**config.mk**
```make
export PLATFORM = sky130hd
export DESIGN_NAME = lex_longest_ctl
export DESIGN_NICKNAME = d
export VERILOG_FILES = /design/src/rtl/lex_pkg.sv /design/src/rtl/lex_exhaust.sv /design/src/rtl/lex_report_pick.sv /design/src/rtl/lex_tok_map.sv /design/src/rtl/lex_longest_ctl.sv
export SDC_FILE = /design/constraint.sdc
export NUM_CORES = 1
export LEC_CHECK = 0
export ABC_AREA = 1
export BUFFER_PORTS_ARGS = -buffer_cell sky130_fd_sc_hd__buf_2
export CAP_MARGIN = 20
export CORE_MARGIN = 2
export CORE_UTILIZATION = 53
export DETAILED_ROUTE_END_ITERATION = 6
export MAX_ROUTING_LAYER = met4
export PLACE_DENSITY_LB_ADDON = 0.2
export SLEW_MARGIN = 20
export SYNTH_ARGS = -nofsm -noshare
export SYNTH_HDL_FRONTEND = slang
export SYNTH_HIERARCHICAL = 1
export SYNTH_SLANG_ARGS = --single-unit
```
**constraint.sdc**
```tcl
create_clock -name clk -period 2.2 [get_ports clk]
set_input_delay 0.44 -clock clk [delete_from_list [all_inputs] [get_ports clk]]
set_output_delay 0.44 -clock clk [all_outputs]
set_load 0.01 [all_outputs]
```
**src/rtl/lex_pkg.sv**
```systemverilog
package lex_pkg;
    typedef enum logic [1:0] {
        LX_IDLE    = 2'd0,
        LX_RESTART = 2'd1,
        LX_SCAN    = 2'd2,
        LX_EMIT    = 2'd3
    } lx_state_e;
endpackage

```
**src/rtl/lex_exhaust.sv**
```systemverilog
module lex_exhaust #(
    parameter int NB = 2,
    parameter int NS = 8
) (
    input  logic [NB*NS-1:0] act_vec,
    output logic             all_dead
);
    logic [NB-1:0] bank_live;

    for (genvar b = 0; b < NB; b++) begin : g_bank
        assign bank_live[b] = |act_vec[b*NS +: NS];
    end

    assign all_dead = ~|bank_live;
endmodule

```
**src/rtl/lex_report_pick.sv**
```systemverilog
module lex_report_pick #(
    parameter int N    = 16,
    parameter int ID_W = 4
) (
    input  logic [N-1:0]    rpt_vec,
    input  logic [N-1:0]    mask,
    output logic            hit,
    output logic [ID_W-1:0] id
);
    logic [N-1:0] allowed;

    assign allowed = rpt_vec & ~mask;

    always_comb begin
        hit = 1'b0;
        id  = '0;
        for (int i = N - 1; i >= 0; i--) begin
            if (allowed[i]) begin
                hit = 1'b1;
                id  = ID_W'(i);
            end
        end
    end
endmodule

```
**src/rtl/lex_tok_map.sv**
```systemverilog
module lex_tok_map #(
    parameter int ID_W  = 4,
    parameter int TOK_W = 8
) (
    input  logic [ID_W-1:0]  id,
    output logic [TOK_W-1:0] tok
);
    assign tok = TOK_W'(id) + TOK_W'(1);
endmodule

```
**src/rtl/lex_longest_ctl.sv**
```systemverilog
module lex_longest_ctl
    import lex_pkg::*;
#(
    parameter int NB    = 2,
    parameter int NS    = 8,
    parameter int POS_W = 32,
    parameter int TOK_W = 8
) (
    input  logic                clk,
    input  logic                rst_n,
    input  logic                start,
    input  logic [POS_W-1:0]    in_len,
    input  logic [NB*NS-1:0]    mode_mask,
    input  logic [NB*NS-1:0]    act_vec,
    input  logic [NB*NS-1:0]    rpt_vec,
    input  logic                tok_full,
    output logic                feed,
    output logic [POS_W-1:0]    feed_pos,
    output logic                mtch_rst,
    output logic                tok_push,
    output logic [TOK_W-1:0]    tok_data,
    output logic                busy
);
    localparam int NT   = NB * NS;
    localparam int ID_W = (NT > 1) ? $clog2(NT) : 1;
    localparam logic [TOK_W-1:0] ERR_TOK = '0;

    lx_state_e        state, nxt;
    logic [POS_W-1:0] pos, len_q, tok_start, rec_pos;
    logic [NT-1:0]    mask_q;
    logic             rec_valid;
    logic [ID_W-1:0]  rec_id;

    logic             all_dead, pick_hit, at_end;
    logic [ID_W-1:0]  pick_id;
    logic [TOK_W-1:0] map_tok;

    lex_exhaust #(.NB(NB), .NS(NS)) u_exh (
        .act_vec  (act_vec),
        .all_dead (all_dead)
    );

    lex_report_pick #(.N(NT), .ID_W(ID_W)) u_pick (
        .rpt_vec (rpt_vec),
        .mask    (mask_q),
        .hit     (pick_hit),
        .id      (pick_id)
    );

    lex_tok_map #(.ID_W(ID_W), .TOK_W(TOK_W)) u_map (
        .id  (rec_id),
        .tok (map_tok)
    );

    assign at_end = (pos >= len_q);

    // state register
    always_ff @(posedge clk or negedge rst_n) begin
        if (!rst_n) state <= LX_IDLE;
        else        state <= nxt;
    end

    // next state
    always_comb begin
        nxt = state;
        unique case (state)
            LX_IDLE:    if (start) nxt = LX_RESTART;
            LX_RESTART: nxt = at_end ? LX_IDLE : LX_SCAN;
            LX_SCAN: begin
                if (at_end)             nxt = LX_EMIT;
                else if (!tok_full && all_dead) nxt = LX_EMIT;
            end
            LX_EMIT:    if (!tok_full) nxt = LX_RESTART;
            default:    nxt = LX_IDLE;
        endcase
    end

    // outputs
    always_comb begin
        feed     = (state == LX_SCAN) && !at_end && !tok_full;
        mtch_rst = (state == LX_RESTART);
        tok_push = (state == LX_EMIT) && !tok_full;
        tok_data = rec_valid ? map_tok : ERR_TOK;
        busy     = (state != LX_IDLE);
        feed_pos = pos;
    end

    // datapath
    always_ff @(posedge clk or negedge rst_n) begin
        if (!rst_n) begin
            pos       <= '0;
            len_q     <= '0;
            tok_start <= '0;
            mask_q    <= '0;
            rec_valid <= 1'b0;
            rec_pos   <= '0;
            rec_id    <= '0;
        end else begin
            if (state == LX_IDLE && start) begin
                pos   <= '0;
                len_q <= in_len;
            end
            if (mtch_rst) begin
                tok_start <= pos;
                mask_q    <= mode_mask;
                rec_valid <= 1'b0;
            end
            if (feed) begin
                pos <= pos + POS_W'(1);
                if (pick_hit) begin
                    rec_valid <= 1'b1;
                    rec_pos   <= pos + POS_W'(1);
                    rec_id    <= pick_id;
                end
            end
            if (tok_push) begin
                pos <= rec_valid ? rec_pos : tok_start + POS_W'(1);
            end
        end
    end
endmodule

```
==> impl_metrics.py <==
metrics = {
    "outcome": {
        "status": "complete, but fails checks",
        "violations": "setup timing",
    },
    "die": {
        "ios": 128,
        "die_x_um": 139,
        "die_h_um": 139,
        "std_cell_rows": 49,
        "coreArea_um2": 17800,
        "start_util_pct": 53.8,
        "die_area_um2": 19200,
    },
    "placed_design": {
        "gp_congestion": 0.996,
        "pre_cts_ws_ps": 24.7,
        "port_buffers": 124,
        "hpwl_um": 21400,
        "place_inst": 1725,
    },
    "timing": {
        "final_max_slew_viol_count": 0,
        "fin_crit_sh_pct": 121,
        "holdWs_ps": 235,
        "rsz0062_at_grt": "true",
        "finalWorstSetupSlack_ps": -462,
        "final_hold_viol_count": 0,
        "timing.fmax_mhz": 376,
        "setup_viol": 69,
        "fin_skew_ps": 15.0,
        "fin_crit_ps": 2660,
    },
    "route": {
        "vias_per_cell": 5.56,
        "wirelength_um": 31900,
        "dr_total_vias": 9916,
        "firstDrtPassIters": 7,
        "wl_per_cell_um": 17.9,
        "route.detailed.drc": 0,
        "detail-route-antenna-nets": 0,
        "drtIter0Drc": 956,
    },
    "hold_path": {
        "min_to": "mask_q[4]",
        "hold_start": "mode_mask[4]",
        "hp-class": "input pin to register",
        "holdPathStages": 2,
    },
    "setup_path": {
        "crit_path_max_fanout": 8,
        "cp_common_cell": "nand2_1",
        "r2r-start": "len_q[7]",
        "reg2reg_slack_ps": -460,
        "worstPathRequired_ps": 2570,
        "crit_path_start_kind": "register",
        "rr_worst_depth": 17,
        "path_delay_family": "simple AND/OR/NAND/NOR gates",
        "slowest_stage": "dfrtp_1",
        "worstPathCellList": "inv_2 -> ha_4 -> a21oi_1 -> nand2_1 -> nor2_1 -> nand2_1 -> nand2_1 -> nand2_1 -> nand2_2 -> nand4_4 -> buf_6 -> buf_12 -> nor2_4 -> buf_6 -> clkbuf_16 -> nand2_2 -> nand2_1",
        "crit_path_end_kind": "register",
        "path_buf_inv": 5,
        "worstPathArrival_ps": 3030,
        "critical_path.max_stage_delay_ps": 380,
        "worstSetupPathType": "register to register",
        "timing.rr.end": "rec_pos[5]",
    },
    "clock_tree": {
        "cts_buffers": 17,
        "htree_levels": 4,
        "clkTransAtPathRegs_ps": 60,
        "cts_tree": "done",
        "cts-root-buf": "clkbuf_16",
        "clk_path_buf_depth": 2,
        "clock-sinks": 151,
        "clock_latency_ps": 440,
    },
    "cells_and_area": {
        "area_growth_pct": 31.4,
        "fillCellCount": 1412,
        "drive_gt1_share_pct": 27.8,
        "utilization_pct": 70.7,
        "multi_input_area_um2": 5570,
        "stdcell_count": 1784,
        "final-seq-area_um2": 3780,
        "nNetsFinal": 1667,
        "antenna_cells": 0,
    },
    "power": {
        "ir_drop_v": 0.000850,
        "power_leakage_uw": 0.00680,
        "power_density_nw_per_um2": 1210,
    },
    "synth": {
        "yosysTopAreaCell": "dfrtp_1",
        "ys_seq_area_share_pct": 39.4,
        "synth_top_area_share_pct": 39.4,
        "netlist-cell-type-count": 42,
        "syn_avg_cell_area_um2": 7.11,
        "synth_area_um2": 9590,
        "synth_area_leaders": "dfrtp_1, nand2_1, inv_1",
        "async_flop_share_pct": 100,
        "synth_edf_count": 0,
        "ys_ff_latch": 151,
        "synthFlopType": "dfrtp_1",
        "netlist_instances": 1349,
        "yosys_warnings": 6,
    },
    "global_routing": {
        "grt_first_pass_wirelength_um": 46500,
        "overflow": 0,
        "grt_max_degree": 82,
        "grt_pass1_vias": 8974,
        "antenna_found_initial": 0,
        "grt.total_usage_pct": 31.7,
    },
    "flow_run": {
        "max_cap_violations": 0,
    },
}
## layout by cell type (no fill, tap or decap), types with 3 or more instances in the layout
cell       synthesis  routed
bufinv_16          0       4
nor2_2             5       7
nand2_1          389     327
nand3_2            3      21
conb_1             1       3
nor2_4             5       8
inv_1            166     157
ha_1              40      26
xor2_1            23      22
o211ai_1          10      10
inv_6              0       4
ha_4               0      12
mux2_2            18      18
inv_2              9      16
o21ai_0           57      57
o21ai_1            6       6
a21oi_1           71      67
buf_4              5      69
nand3_4            0       4
nand4_1           22      22
nor3_1            20      20
buf_2             10     122
buf_12             0      11
clkbuf_16          0      24
dfrtp_1          151     151
nand2_2            9      50
nor2_1           155     150
or2_1              8       8
buf_6              0      10
a21oi_2            2       6
nand2_4            7      27
nand3_1          102      80
## power by group
group	switching, uW	total (uW)	internal, uW
Clock	1260	3200	1940
Sequential	871	4830	3960
Combinational	4520	7270	2750
## what timing repair did
item / CTS / global route
hold buffers: 1 / 0
buffers inserted: 6 / 13
hold endpoints to repair: 40 / 0
gates resized for setup: 12 / 159
endpoints found under the setup margin: 13 / 71
gates cloned: 1 / 8
pin swaps: 11 / 65
## area by class of cell
class                           count  share of cell area, %
Timing Repair Buffer              222                   13.3
Inverter                          175                   5.25
Clock buffer                       18                   3.48
Sequential cell                   151                   30.0
Multi-Input combinational cell    976                   44.2
Clock inverter                     13                   1.53
Tap cell                          229                   2.27
## kinds of logic (layout without fill, tap and decap cells)
logic type,count (synthesis),after routing,synth area share [%]
simple gates,735,735,33.2
buf+inv,224,428,9.09
compound gates,154,154,8.60
flops,151,151,39.4
fa+ha+maj,40,40,5.22
xor+xnor,26,26,2.37
mux,18,18,2.11
other cells,1,3,0.0391
## cells in the mapped netlist (10+ instances only)
cell type  number
nand3_1       102
buf_2          10
nand4_1        22
mux2_2         18
o21ai_0        57
nand2_1       389
nor2_1        155
xor2_1         23
inv_1         166
nor3_1         20
ha_1           40
dfrtp_1       151
clkbuf_1       30
o211ai_1       10
a21oi_1        71
## metal layers
metal,GRT usage [%],vias up,routed length [um]
met4,11.6,0,1300
li1,-,4659,-
met1,40.6,4588,12900
met3,6.20,121,2900
met2,50.1,548,14800
met5,-,-,0
## sequential cells by signal, indices dropped and copies added, names as in the netlist
signal / cells
mask_q: 16
rec_valid: 1
rec_id: 4
state: 2
feed_pos: 32
rec_pos: 32
len_q: 32
tok_start: 32
## worst reg2reg max path, delay by kind of cell, from the launching register on
| kind | cells | cell delay, ps |
|---|---|---|
| simple gates | 10 | 1070 |
| fa+ha+maj | 1 | 210 |
| buf+inv | 5 | 750 |
| flops | 1 | 380 |
| compound gates | 1 | 200 |
## worst max-delay path by stage
| stage | slack, ps | cells after the start | end | from |
|---|---|---|---|---|
| 6_report | -460 | 17 | rec_pos[5] | len_q[7] |
| 3_3_place_gp | 30 | 12 | rec_pos[0] | feed_pos[22] |
| 4_1_cts | -310 | 13 | feed | feed_pos[7] |
| 2_1_floorplan | 20 | 8 | feed | feed_pos[23] |
| 5_1_grt | -590 | 17 | rec_pos[5] | len_q[7] |
| 3_5_place_dp | 20 | 12 | rec_pos[2] | feed_pos[31] |
## stage by stage
stage | setup TNS (ps) | cell area, um^2 | power, uW
after floorplan | 0 | 9600 | 8540
after global placement | 0 | 10900 | 10800
after CTS | -4420 | 11700 | 14300
after global routing | -23950 | 12600 | 16200
after detailed placement | 0 | 10900 | 11000
final | -14890 | 12600 | 15300
Power figures use the tool's default switching activity.
